===== src/rtl/emu_sel_pkg.sv =====
package emu_sel_pkg;

    typedef enum logic [2:0] {
        ST_IDLE,
        ST_EMU,
        ST_ROM_WAIT,
        ST_ROM_ACK,
        ST_PASS
    } emu_st_e;

    localparam logic [1:0] ACK_NONE = 2'b00;
    localparam logic [1:0] ACK_16   = 2'b01;

    // Offsets inside the register page that the emulator maps externally.
    function automatic logic is_port_offset(input logic [7:0] off);
        case (off)
            8'h10, 8'h11, 8'h12, 8'h13, 8'h14,
            8'h18, 8'h19, 8'h1A, 8'h1B, 8'h1C,
            8'h1F:   return 1'b1;
            default: return 1'b0;
        endcase
    endfunction

endpackage


===== src/rtl/emu_addr_decode.sv =====
module emu_addr_decode #(
    parameter int ADDR_W    = 24,
    parameter int ALIGN_W   = 16,
    parameter int ROM_BYTES = 49152,
    parameter logic [ADDR_W-9:0] REG_PAGE = 16'hFFFA
) (
    input  logic [ADDR_W-1:0]         addr,
    input  logic [ADDR_W-ALIGN_W-1:0] rom_tag,
    output logic                      port_hit,
    output logic                      rom_hit
);
    import emu_sel_pkg::*;

    localparam logic [ALIGN_W:0] ROM_LIMIT = (ALIGN_W+1)'(ROM_BYTES);

    always_comb begin
        port_hit = (addr[ADDR_W-1:8] == REG_PAGE) && is_port_offset(addr[7:0]);
        rom_hit  = (addr[ADDR_W-1:ALIGN_W] == rom_tag) &&
                   ({1'b0, addr[ALIGN_W-1:0]} < ROM_LIMIT);
    end

endmodule


===== src/rtl/rom_wait_count.sv =====
module rom_wait_count #(
    parameter int WAIT_W = 2
) (
    input  logic              clk,
    input  logic              rst_n,
    input  logic              load,
    input  logic [WAIT_W-1:0] load_val,
    input  logic              dec,
    output logic              is_zero
);
    logic [WAIT_W-1:0] cnt_q;

    always_ff @(posedge clk or negedge rst_n) begin
        if (!rst_n)
            cnt_q <= '0;
        else if (load)
            cnt_q <= load_val;
        else if (dec && cnt_q != '0)
            cnt_q <= cnt_q - 1'b1;
    end

    assign is_zero = (cnt_q == '0);

    // each counted clock removes exactly one wait state
    p_wait_step_r6: assert property (@(posedge clk) disable iff (!rst_n)
        (dec && !load && cnt_q != '0) |=> (cnt_q == $past(cnt_q) - 1'b1));

endmodule


===== src/rtl/emu_select_unit.sv =====
module emu_select_unit #(
    parameter int ADDR_W    = 24,
    parameter int ALIGN_W   = 16,
    parameter int ROM_BYTES = 49152,
    parameter int WAIT_W    = 2
) (
    input  logic                      clk,
    input  logic                      rst_n,
    input  logic                      emu_mode,
    input  logic                      rom_en,
    input  logic [1:0]                pin_cfg,
    input  logic [ADDR_W-ALIGN_W-1:0] rom_tag,
    input  logic [WAIT_W-1:0]         wait_sel,
    input  logic                      as_n,
    input  logic [ADDR_W-1:0]         addr,
    output logic                      emu_sel_n,
    output logic                      mod_sel_n,
    output logic [1:0]                size_ack,
    output logic                      reg_inhibit
);
    import emu_sel_pkg::*;

    emu_st_e state_q, state_d;
    logic    port_hit, rom_hit, wait_zero, wait_load, wait_dec;

    emu_addr_decode #(
        .ADDR_W   (ADDR_W),
        .ALIGN_W  (ALIGN_W),
        .ROM_BYTES(ROM_BYTES)
    ) u_decode (
        .addr    (addr),
        .rom_tag (rom_tag),
        .port_hit(port_hit),
        .rom_hit (rom_hit)
    );

    rom_wait_count #(.WAIT_W(WAIT_W)) u_wait (
        .clk     (clk),
        .rst_n   (rst_n),
        .load    (wait_load),
        .load_val(wait_sel),
        .dec     (wait_dec),
        .is_zero (wait_zero)
    );

    // State register
    always_ff @(posedge clk or negedge rst_n) begin
        if (!rst_n) state_q <= ST_IDLE;
        else        state_q <= state_d;
    end

    // Next-state decode
    always_comb begin
        state_d = state_q;
        unique case (state_q)
            ST_IDLE: begin
                if (!as_n) begin
                    if (emu_mode && port_hit)
                        state_d = ST_EMU;
                    else if (emu_mode && rom_en && rom_hit)
                        state_d = ST_ROM_WAIT;
                    else
                        state_d = ST_PASS;
                end
            end
            ST_EMU, ST_PASS, ST_ROM_ACK: begin
                if (as_n) state_d = ST_IDLE;
            end
            ST_ROM_WAIT: begin
                if (as_n)           state_d = ST_IDLE;
                else if (wait_zero) state_d = ST_ROM_ACK;
            end
            default: state_d = ST_IDLE;
        endcase
    end

    assign wait_load = (state_q == ST_IDLE) && (state_d == ST_ROM_WAIT);
    assign wait_dec  = (state_q == ST_ROM_WAIT);

    // Outputs: gated by the live strobe so they drop as soon as it negates
    always_comb begin
        emu_sel_n   = !((state_q == ST_EMU) && !as_n && pin_cfg[0]);
        mod_sel_n   = !(((state_q == ST_ROM_WAIT) || (state_q == ST_ROM_ACK))
                        && !as_n && pin_cfg[1]);
        size_ack    = ((state_q == ST_ROM_ACK) && !as_n) ? ACK_16 : ACK_NONE;
        reg_inhibit = !as_n && emu_mode && port_hit;
    end

    // nothing external happens outside emulation mode
    p_quiet_normal_r8: assert property (@(posedge clk) disable iff (!rst_n)
        !emu_mode |-> (emu_sel_n && mod_sel_n && !reg_inhibit && size_ack == ACK_NONE));

    // strobe negation releases every output
    p_release_on_as_r7: assert property (@(posedge clk) disable iff (!rst_n)
        as_n |-> (emu_sel_n && mod_sel_n && size_ack == ACK_NONE));

    // disabled ROM never selects or acknowledges
    p_rom_off_r10: assert property (@(posedge clk) disable iff (!rst_n)
        !rom_en |-> (mod_sel_n && size_ack == ACK_NONE));

    // acknowledge only starts after the wait state
    p_ack_after_wait_r6: assert property (@(posedge clk) disable iff (!rst_n)
        $rose(size_ack == ACK_16) |-> $past(state_q == ST_ROM_WAIT));

    // an inhibited port cycle never gets the ROM acknowledge
    p_inhibit_no_ack_r3: assert property (@(posedge clk) disable iff (!rst_n)
        reg_inhibit |-> (size_ack == ACK_NONE));

    // emulator select only follows a sampled strobe
    p_emu_after_as_r1: assert property (@(posedge clk) disable iff (!rst_n)
        !emu_sel_n |-> $past(!as_n));

    // the two selects are never active together
    p_sel_mutex_r4: assert property (@(posedge clk) disable iff (!rst_n)
        !(!emu_sel_n && !mod_sel_n));

endmodule


===== config.mk =====
export PLATFORM = sky130hd
export DESIGN_NAME = emu_select_unit
export DESIGN_NICKNAME = d
export VERILOG_FILES = /design/src/rtl/emu_sel_pkg.sv /design/src/rtl/emu_addr_decode.sv /design/src/rtl/rom_wait_count.sv /design/src/rtl/emu_select_unit.sv
export SDC_FILE = /design/constraint.sdc
export NUM_CORES = 1
export LEC_CHECK = 0
export ABC_AREA = 1
export BUFFER_PORTS_ARGS = -buffer_cell sky130_fd_sc_hd__buf_4
export CORE_MARGIN = 2
export CORE_UTILIZATION = 39
export DETAILED_ROUTE_END_ITERATION = 7
export PLACE_DENSITY = 0.91
export SETUP_SLACK_MARGIN = 0.2
export SYNTH_ARGS = -nofsm -noshare
export SYNTH_HDL_FRONTEND = slang
export SYNTH_SLANG_ARGS = --single-unit

===== constraint.sdc =====
create_clock -name clk -period 2.2 [get_ports clk]
set_clock_uncertainty 0.05 [all_clocks]
set_input_delay 0.66 -clock clk [delete_from_list [all_inputs] [get_ports clk]]
set_output_delay 0.66 -clock clk [all_outputs]
set_load 0.1 [all_outputs]

After elaboration in Yosys (flattened, before gate mapping)
Memory sizes are Yosys's and may differ from the RTL's. Index checks and enable logic that the tools add are counted.

Latch bits: 0. Bits in registers: 5. Memory bits (read-only): 32. Memories kept: 1. Output and inout port bits: 5. Memory bits (writable): 0.

Memory list: (no name shown) (depth 32, width 1, rd ports 1, clocked after Yosys merged registers in 0, wr ports 0, line emu_sel_pkg.sv:16) `case (off)`.

Divide/modulo/power cells: 0. Eq/ne operators: 7. $lt $le $gt $ge: 1. Bitwise gates (word level): 0. Mux-type cells: 11. Shift operators: 0. $mul: 0. Add/subtract/negate cells: 1. Reductions and logical operators: 24.

Operators by type and width (count): 3-bit two-way mux (6); 16-bit equality test, second input constant (1); 16-bit less-than comparator, second input constant (1); 1-bit logical AND (14); 3-bit by 2-bit equality test with 1-bit output, second input constant (3); 3-bit case mux with 3 select lines (1); 8-bit equality test (1); 3-bit zero test (2); 2-bit two-way mux (2); 2-bit nonzero test (2); 3-bit by 1-bit equality test with 1-bit output, second input constant (1); 3-bit equality test, second input constant (1); 1-bit zero test (3); 3-bit OR reduction (1); 2-bit zero test (1); 1-bit two-way mux (2); 2-bit by 1-bit subtractor with 2-bit output, second input constant (1); 1-bit logical OR (1).

Logic depth before layout (Yosys ltp)
Gate-level depths: netlist of the first run.

Depth after elaboration: 10. Gate-level depth with buffers: 11. Mapped depth without buffers: 11.

By module
A second synthesis of the first run with hierarchy kept.

Cells, all modules: 110. Area total of the unflattened synthesis: 604.3 µm².

Modules (own cells, without submodules): emu_addr_decode (times used 1, seq. area each 0.0 µm², cells an instance 57, area each 254.0 µm²); emu_select_unit (times used 1, seq. area each 75.1 µm², cells an instance 34, area each 222.7 µm²); rom_wait_count (times used 1, seq. area each 50.0 µm², cells an instance 19, area each 127.6 µm²).

Least setup slack after synthesis of the first run
No wires, ideal clock.

Kind: input port to output port. Start: in as_n. End: out size_ack[0]. Setup slack: -2117 ps. Cell stages on the path: 1. Buffers on the path: 0. Data arrival time: 3607 ps. Cell sequence: nor4_1.

Cells in the longest elaborated chain, start to end: 3.

RTL lines: from (decl) (line emu_select_unit.sv:14) `input logic as_n,`; 1-bit zero test (line emu_select_unit.sv:85) `size_ack = ((state_q == ST_ROM_ACK) && !as_n) ? ACK_16 : ACK_NONE;`; 1-bit logical AND (line emu_select_unit.sv:85); 1-bit two-way mux (line emu_select_unit.sv:85); to (decl) (line emu_select_unit.sv:18) `output logic [1:0] size_ack,`.

No other way between the ends.

Worst setup path after layout of the first run
Start: in addr[0]. End: out reg_inhibit.

Cells in the longest elaborated chain, start to end: 4.

RTL lines: from (decl) (line emu_select_unit.sv:15) `input logic [ADDR_W-1:0] addr,`; memory read 32 x 1 bit; 1-bit two-way mux (line emu_sel_pkg.sv:16); 1-bit logical AND (line emu_addr_decode.sv:17) `port_hit = (addr[ADDR_W-1:8] == REG_PAGE) && is_port_offset(addr[7:0]);`; 1-bit logical AND (line emu_select_unit.sv:86) `reg_inhibit = !as_n && emu_mode && port_hit;`; to (decl) (line emu_select_unit.sv:19) `output logic reg_inhibit`.

No other way between the ends.

==> results of run 1 <==
[cells by family after synthesis]
| kind of cell | after synthesis | share of synthesized area (%) |
|---|---|---|
| and+or+nand+nor | 64 | 44.12 |
| buffers and inverters | 29 | 18.56 |
| AOI/OAI and AO/OA | 6 | 6.185 |
| DFF | 5 | 20.62 |
| xor gates and xnor gates | 4 | 5.774 |
| adders and majority gates | 2 | 4.123 |
| other | 1 | 0.6180 |
[cells in the mapped netlist]
cell and count:
sky130_fd_sc_hd__nand2_2 1, sky130_fd_sc_hd__o21ai_1 1, sky130_fd_sc_hd__xor2_1 1, sky130_fd_sc_hd__nand3_1 11
sky130_fd_sc_hd__buf_4 1, sky130_fd_sc_hd__a21oi_2 1, sky130_fd_sc_hd__xnor2_1 3, sky130_fd_sc_hd__nor3_1 3
sky130_fd_sc_hd__clkinv_1 1, sky130_fd_sc_hd__dfrtp_1 5, sky130_fd_sc_hd__nor4_1 1, sky130_fd_sc_hd__inv_1 27
sky130_fd_sc_hd__conb_1 1, sky130_fd_sc_hd__nand2_1 31, sky130_fd_sc_hd__a21oi_1 2, sky130_fd_sc_hd__nand4_1 1
sky130_fd_sc_hd__nor2_1 15, sky130_fd_sc_hd__nor2_2 1, sky130_fd_sc_hd__o21ai_0 1, sky130_fd_sc_hd__o32ai_1 1
sky130_fd_sc_hd__ha_1 2
[final cells by class]
| cell class | instances | area share (%) |
|---|---|---|
| Clock buffer | 4 | 2.065 |
| Inverter | 28 | 9.538 |
| Multi-Input combinational cell | 77 | 37.46 |
| Sequential cell | 5 | 9.833 |
| Tap cell | 16 | 1.573 |
| Timing Repair Buffer | 59 | 39.53 |
[layer usage]
layer / vias to the layer above / part of all wire, % / GRT usage, %
li1: 453 / - / -
met1: 425 / 35 / 23.91
met2: 47 / 58 / 52.84
met3: 8 / 4.5 / 2.500
met4: 0 / 2.2 / 10.30
met5: - / 0 / 0
[layout by cell type, fill, tap and decap left out, drive strengths merged]
cell type,synthesis,layout
buf,1,59
nand2,32,32
inv,27,27
nor2,16,16
nand3,11,11
dfrtp,5,5
clkbuf,0,4
xnor2,3,3
a21oi,3,3
nor3,3,3
o21ai,2,2
ha,2,2
clkinv,1,1
nand4,1,1
o32ai,1,1
nor4,1,1
xor2,1,1
conb,1,1
[worst paths after layout]
kind / startpoint / endpoint / slack (ns) / cells after the start
min in group clk: as_n / state_q[0] / 0.61 / 2
max: addr[0] / reg_inhibit / -0.15 / 10
max reg2reg: state_q[2] / u_wait.cnt_q[0] / 0.71 / 7
min reg2reg: state_q[0] / state_q[0] / 0.62 / 2
min: rst_n / u_wait.cnt_q[1] / 0.16 / 1
max in group asynchronous: rst_n / state_q[2] / 1.82 / 1
[per-stage QoR]
step,instance area (um2),TNS [ns],power (mW),std cells
2_1_floorplan,671.9,-0.3528,0.1606,111
3_3_place_gp,1075,-0.2141,0.2343,178
3_5_place_dp,1075,-0.2656,0.2415,178
4_1_cts,1177,-0.1321,0.3514,186
5_1_grt,1272,-0.1888,0.3990,189
6_report,1272,-0.1529,0.3746,189
[power by group through the flow]
stage	Clock (mW)	Combinational, mW	Sequential, mW
floorplan	0	0.0602	0.100
global placement	0	0.134	0.101
detailed placement	0	0.141	0.101
CTS	0.107	0.144	0.100
global route	0.120	0.178	0.101
finish	0.110	0.163	0.102
[state kept, by name, summed over array words and instances (netlist names)]
| name | cells |
|---|---|
| u_wait.cnt_q | 2 |
| state_q | 3 |
[repair_timing]
action,CTS,global route
setup buffers,4,3
setup endpoints to repair,3,4
gates resized for setup,12,16
pin swaps,4,4
==> results.md, run 1 <==
Layout:
- The count of filler cells inserted in the layout is 88.
- The number of inserted diodes is 0.
- Summing all multi-input logic gate instances after layout gives 476.7 um2.
- The area growth from synthesis to layout is 109.7%.
- The final cell utilization of the core is 85.46%.
- The ratio of cells with drive above 1 in the final layout is 47.40%.
- In the final layout, flip-flops and latches occupy 125.1 um2.
- The net count of the finished layout is 217.

Pwr:
- Per report_power, the sequential group accounts for 27.1% of the total.
- The combinational share of power is 43.6%.
- The analysis attributes to net switching a power of 0.1220 mW.
- The internal power of the cells totals 0.2526 mW.
- The worst-case IR drop observed on VDD is 0.1790 mV.
- In this run the power density over the cells is 294.4 mW/mm2.
- The leakage power is 0.7072 nW.
- The net switching fraction of the power is 32.57%.
- The power share of the clock group is 29.3%.

Run status:
- The flow ran to the end, but the final reports show violations.
- The checks that failed: setup timing.

GRT:
- The total global routing track utilization is 25.17%.
- The initial antenna violation count is 0.
- The via count of the first global-routing pass was 922.
- Entering global routing, the biggest net connects 6 pins.
- The total overflow left after global routing is 0.
- The first-pass GRT wire length is 3.615 mm.

Synthesis:
- The share of synthesized area occupied by flip-flops and latches is 20.62%.
- The average cell area after synthesis is 5.467 um2.
- After synthesis, the largest area contributor takes up 20.62% of total cell area.
- The post-synthesis net count is 154.
- The library cell with the largest summed area after synthesis is sky130_fd_sc_hd__dfrtp_1.
- The post-synthesis cell type count is 21.
- Counting flops and latches in the post-synthesis netlist gives 5.
- The number of synthesis warnings is 0.
- The synthesized netlist cell count is 111.
- The netlist area before placement is 606.8 um2.
- After synthesis, the cell types taking the most area are sky130_fd_sc_hd__dfrtp_1, sky130_fd_sc_hd__nand2_1, sky130_fd_sc_hd__inv_1.

CTS:
- The maximum level of the CTS H-tree is 1.
- The longest clock path from root to sink contains 2 buffers.
- The clock drives 5 sinks.
- The cell sitting at the root of the clock tree is a sky130_fd_sc_hd__clkbuf_4.
- After clock tree synthesis, the flow added hold-fix buffers numbering 0.
- The clock latency on the worst-skew pair is 0.25 ns.
- The register clock-pin slew on the reported worst setup and hold paths is 0.05 ns.
- The CTS tree is done.
- The TritonCTS buffer count is 3.

Floorplanning:
- The core region is 0.001489 mm2.
- The die height is 43.45 um.
- The horizontal die dimension is 43.45 um.
- The die area is 0.001887 mm2.
- Once the floorplan was initialized, standard cells occupied 40.76% of the core.
- The number of core rows is 14.
- 46 I/O pins were placed.

STA:
- The count of endpoints failing hold in the final timing report is 0.
- The tightest hold path in the finished design has a slack of 0.1556 ns.
- The total count of max-transition violations in the final report came to 0.
- The period utilization is 106.9%.
- The setup slack of the critical path after layout is -0.1529 ns.
- Setup repair after global routing could not meet its margin everywhere.
- The routed design could run at a clock period as short as 2.353 ns.
- Setup violations remaining at the end of the flow were counted as 1.
- For this run, the top clock speed supported by timing is 425.0 MHz.

Drt:
- The count of nets left with antenna violations once routing finished came out at 0.
- The detailed router finished its first iteration with 22 violations.
- The first detailed-routing pass took 4 iterations.
- After detailed routing, the average wire length per cell comes to 14.03 um.
- The average vias per placed instance is 4.937.
- After detailed routing, the number of remaining DRC violations is 0.
- The final route contains 933 vias.
- The routed design has 2.651 mm of wire.

Run:
- Max-cap violations in this run came to 0.

Hold path:
- The worst hold path belongs to the class in2async.

Setup path:
- The largest fanout on the critical path is 2.
- The nature of the critical path endpoint is an output port.
- The critical path is of the in2out type.
- The combined buffer and inverter count along the critical path is 4.
- The critical path startpoint category is an input port.
- The kind of cell adding the most delay to the critical path is simple AND/OR/NAND/NOR gates.
- The most frequent cell on the critical path is sky130_fd_sc_hd__nor2_4.
- In this design, the stage delay of the slowest critical-path cell is 0.18 ns.
- STA puts the critical path data arrival time at 1.64 ns.
- The slowest stage of the critical path belongs to the cell sky130_fd_sc_hd__buf_12.
- STA puts the critical path data required time at 1.49 ns.
- The signal on the critical path passes through buf_6 > inv_4 > ha_4 > inv_1 > nand3_2 > nand2_4 > nor2_4 > nand2_2 > nor2_4 > buf_12.

Placed design:
- The minimum setup slack after placement is -0.2656 ns.
- The final RePlAce weighted congestion is 0.7908.
- Buffers placed on the I/O ports in this run total 44.
- The wire-length estimate of the detail-placed layout is 1.638 mm.
No activity file was read; power rests on OpenSTA's default activity.
==> inputs of run 2 (changes only) <==
==> constraint.sdc (replaced) <==
create_clock -name clk -period 2.2 [get_ports clk]
set_clock_uncertainty 0.05 [all_clocks]
set_input_delay 0.44 -clock clk [delete_from_list [all_inputs] [get_ports clk]]
set_output_delay 0.44 -clock clk [all_outputs]
set_load 0.1 [all_outputs]
==> run 2 against run 1 <==
  * The flow now finishes without violations
  * Count of clock-buffer cells in the layout is the same
  * Cell count fell by 7.4%
  * First-iteration DRC count shrank 55%
  * Critical path type unchanged
  * Largest power group unchanged
==> results.md, run 2 (synthesis gave the netlist of run 1 again) <==
Run status:
- Status: finished, final reports clean (was finished with violations).

Setup path:
- The data required time of the critical path is 1.71 ns (was 1.49 ns).
- The worst reg-to-reg path cell count is 7 (unchanged).
- The largest fanout on the critical path came to 3 (was 2).
- The class of the most critical setup path is in2out (unchanged).
- The worst-case register-to-register setup slack is 0.83 ns (was 0.71 ns).
- The capture point of the worst reg-to-reg path is u_wait.cnt_q[0] (unchanged).
- The most frequent cell on the critical path is sky130_fd_sc_hd__nor2_4 (unchanged).
- The critical path startpoint category is an input port (unchanged).
- The critical-path cell with the highest stage delay is sky130_fd_sc_hd__ha_4 (was sky130_fd_sc_hd__buf_12).
- The nature of the critical path endpoint is an output port (unchanged).
- The data arrival time of the critical path is 1.50 ns (was 1.64 ns).
- The worst flop-to-flop path startpoint is state_q[2] (unchanged).
- The startpoint of the most critical setup path is addr[1] (was addr[0]).
- Crit path cell chain: buf_4 > inv_4 > ha_4 > nand3_1 > nand2_1 > nor2_4 > nand2_2 > nor2_4 > buf_12 (was buf_6 > inv_4 > ha_4 > inv_1 > nand3_2 > nand2_4 > nor2_4 > nand2_2 > nor2_4 > buf_12).
- The highest cell delay on the worst timing path is 0.19 ns (was 0.18 ns).

Drt:
- The routed length per instance came to 9.760 um (was 14.03 um).
- The residual DRC count was 0 (unchanged).
- The average vias per placed instance is 4.657 (was 4.937).
- The number of nets with antenna violations after routing is 0 (unchanged).
- The overall routed net length is 1.708 mm (was 2.651 mm).
- The total number of vias is 815 (was 933).
- The starting DRC count in detailed routing is 10 (was 22).
- The first-pass detailed-route iteration total came to 6 (was 4).

STA:
- The maximum frequency from static timing analysis is 503.3 MHz (was 425.0 MHz).
- The final number of setup-violating endpoints is 0 (was 1).
- The final critical delay including setup and external delays is 1.987 ns (was 2.353 ns).
- The period utilization is 90.31% (was 106.9%).
- The total count of max-transition violations in the final report is 0 (unchanged).
- The count of endpoints failing hold in the final timing report is 0 (unchanged).
- The final-layout setup total negative slack is 0 ns (was -0.1529 ns).
- Setup repair after global routing missed its margin: yes (unchanged).

Hold path:
- The startpoint identified for the worst hold timing path is wait_sel[1].
- The class of the tightest hold or removal check is in2reg (was in2async).
- Counting instances, the worst hold path has a depth of 3.
- The hold-critical path endpoint is u_wait.cnt_q[1].

Floorplanning:
- The die area is 0.001887 mm2 (unchanged).
- The starting density of the core came to 40.76% (unchanged).
- The die height is 43.45 um (unchanged).
- The number of I/O pins was 46 (unchanged).
- The horizontal die dimension is 43.45 um (unchanged).
- The standard cell core area was 0.001489 mm2 (unchanged).
- The number of core rows came to 14 (unchanged).

GRT:
- The initial antenna violation count is 0 (unchanged).
- The first-pass GRT wire length was 2.725 mm (was 3.615 mm).
- The via count of the first global-routing pass is 777 (was 922).
- The maximum number of pins on one net before global-route repair is 6 (unchanged).
- The total global routing track utilization is 19.02% (was 25.17%).
- The global routing met3 resource utilization was 5.417% (was 2.500%).
- The routing usage on met2 came to 37.31% (was 52.84%).
- The remaining global-route overflow came to 0 (unchanged).
- The most heavily used metal layer in global routing is met2 (unchanged).
- The met1 track utilization from global routing is 17.35% (was 23.91%).

Layout:
- The post-synthesis to final-layout area growth is 73.20% (was 109.7%).
- Most used cells in the layout excluding fill and tap cells: sky130_fd_sc_hd__buf_4, sky130_fd_sc_hd__nand2_1, sky130_fd_sc_hd__inv_1, sky130_fd_sc_hd__nor2_1, sky130_fd_sc_hd__nand3_1 (unchanged).
- The number of flip-flops in the largest register came to 3 (unchanged).
- The ratio of cells with drive above 1 in the final layout is 36.48% (was 47.40%).
- The final cell utilization of the core is 70.59% (was 85.46%).
- The net count of the finished layout came to 203 (was 217).
- The area of the multi-input gates is 419.2 um2 (was 476.7 um2).
- The register with the most flip-flops is state_q (unchanged).
- The footprint of the flip-flops and latches is 125.1 um2 (unchanged).
- Leading registers by flop count: state_q: 3 flops, u_wait.cnt_q: 2 flops (unchanged).
- The number of inserted diodes is 0 (unchanged).
- The count of filler cells inserted in the layout came to 125 (was 88).
- The leading cell type in the layout, fill and taps excluded was sky130_fd_sc_hd__buf_4 (unchanged).

Placed design:
- The final RePlAce weighted congestion is 0.8465 (was 0.7908).
- The port buffer count came to 44 (unchanged).
- The detailed placement HPWL was 1.464 mm (was 1.638 mm).

Run:
- The max-cap violation count came to 0 (unchanged).

CTS:
- The maximum level of the CTS H-tree is 1 (unchanged).
- The CTS tree is done (unchanged).
- The number of clock sinks is 5 (unchanged).
- The TritonCTS buffer count came to 3 (unchanged).
- The cell at the root of the clock tree is sky130_fd_sc_hd__clkbuf_4 (unchanged).
- The clock latency on the worst-skew pair is 0.24 ns (was 0.25 ns).
- The maximum clock insertion buffer count is 2 (unchanged).
- The register clock-pin slew on the reported worst setup and hold paths is 0.04 ns (was 0.05 ns).

Pwr:
- The maximum VDD drop was 0.2100 mV (was 0.1790 mV).
- The leakage power is 0.6048 nW (was 0.7072 nW).
- The power density of the placed cells is 318.4 mW/mm2 (was 294.4 mW/mm2).
## run 2: cell type report
class,count,area share [%]
Multi-Input combinational cell,77,39.88
Timing Repair Buffer,45,33.57
Sequential cell,5,11.90
Inverter,28,10.24
Clock buffer,4,2.500
Tap cell,16,1.905
## run 2: worst max path at each step
stage / to / slack (ns) / depth (start not counted)
final: reg_inhibit / 0.21 / 9
after global routing: reg_inhibit / 0.15 / 9
after CTS: reg_inhibit / 0.23 / 9
after detailed placement: reg_inhibit / 0.18 / 9
after global placement: reg_inhibit / 0.20 / 9
after floorplan: size_ack[0] / 0.18 / 1
## run 2: repair_timing
action,in CTS,in global routing
setup buffers,0,0
hold buffers,1,0
endpoints found under the setup margin,1,2
endpoints found under the hold margin,5,0
resized for setup,1,4
## run 2: per-layer routing
metal	wire [um]	up-vias
met5	0	-
met4	24	0
met3	88	4
met2	991	24
met1	603	362
li1	-	425
## run 2: worst max-delay path: cells and delay by family
| kind | cells | cell delay, ns |
|---|---|---|
| and+or+nand+nor | 5 | 0.53 |
| buffers and inverters | 3 | 0.35 |
| adders and majority gates | 1 | 0.19 |
## run 2: report_power, final
group | internal (mW) | switching [mW]
combinational | 0.0708 | 0.0608
sequential | 0.0969 | 0.00305
clock | 0.0684 | 0.0347
total | 0.236 | 0.0985
## run 2: through the flow
step / cell area (um2) / setup slack (ns) / hold WS (ns) / total power [mW] / instances
after floorplan: 649.4 / 0.1837 / 0.09441 / 0.1584 / 111
after global placement: 992.2 / 0.1962 / 0.1930 / 0.2239 / 170
after detailed placement: 992.2 / 0.1753 / 0.1963 / 0.2298 / 170
after CTS: 1032 / 0.2253 / 0.3930 / 0.3378 / 175
after global routing: 1051 / 0.1550 / 0.4235 / 0.3617 / 175
final: 1051 / 0.2132 / 0.3960 / 0.3346 / 175
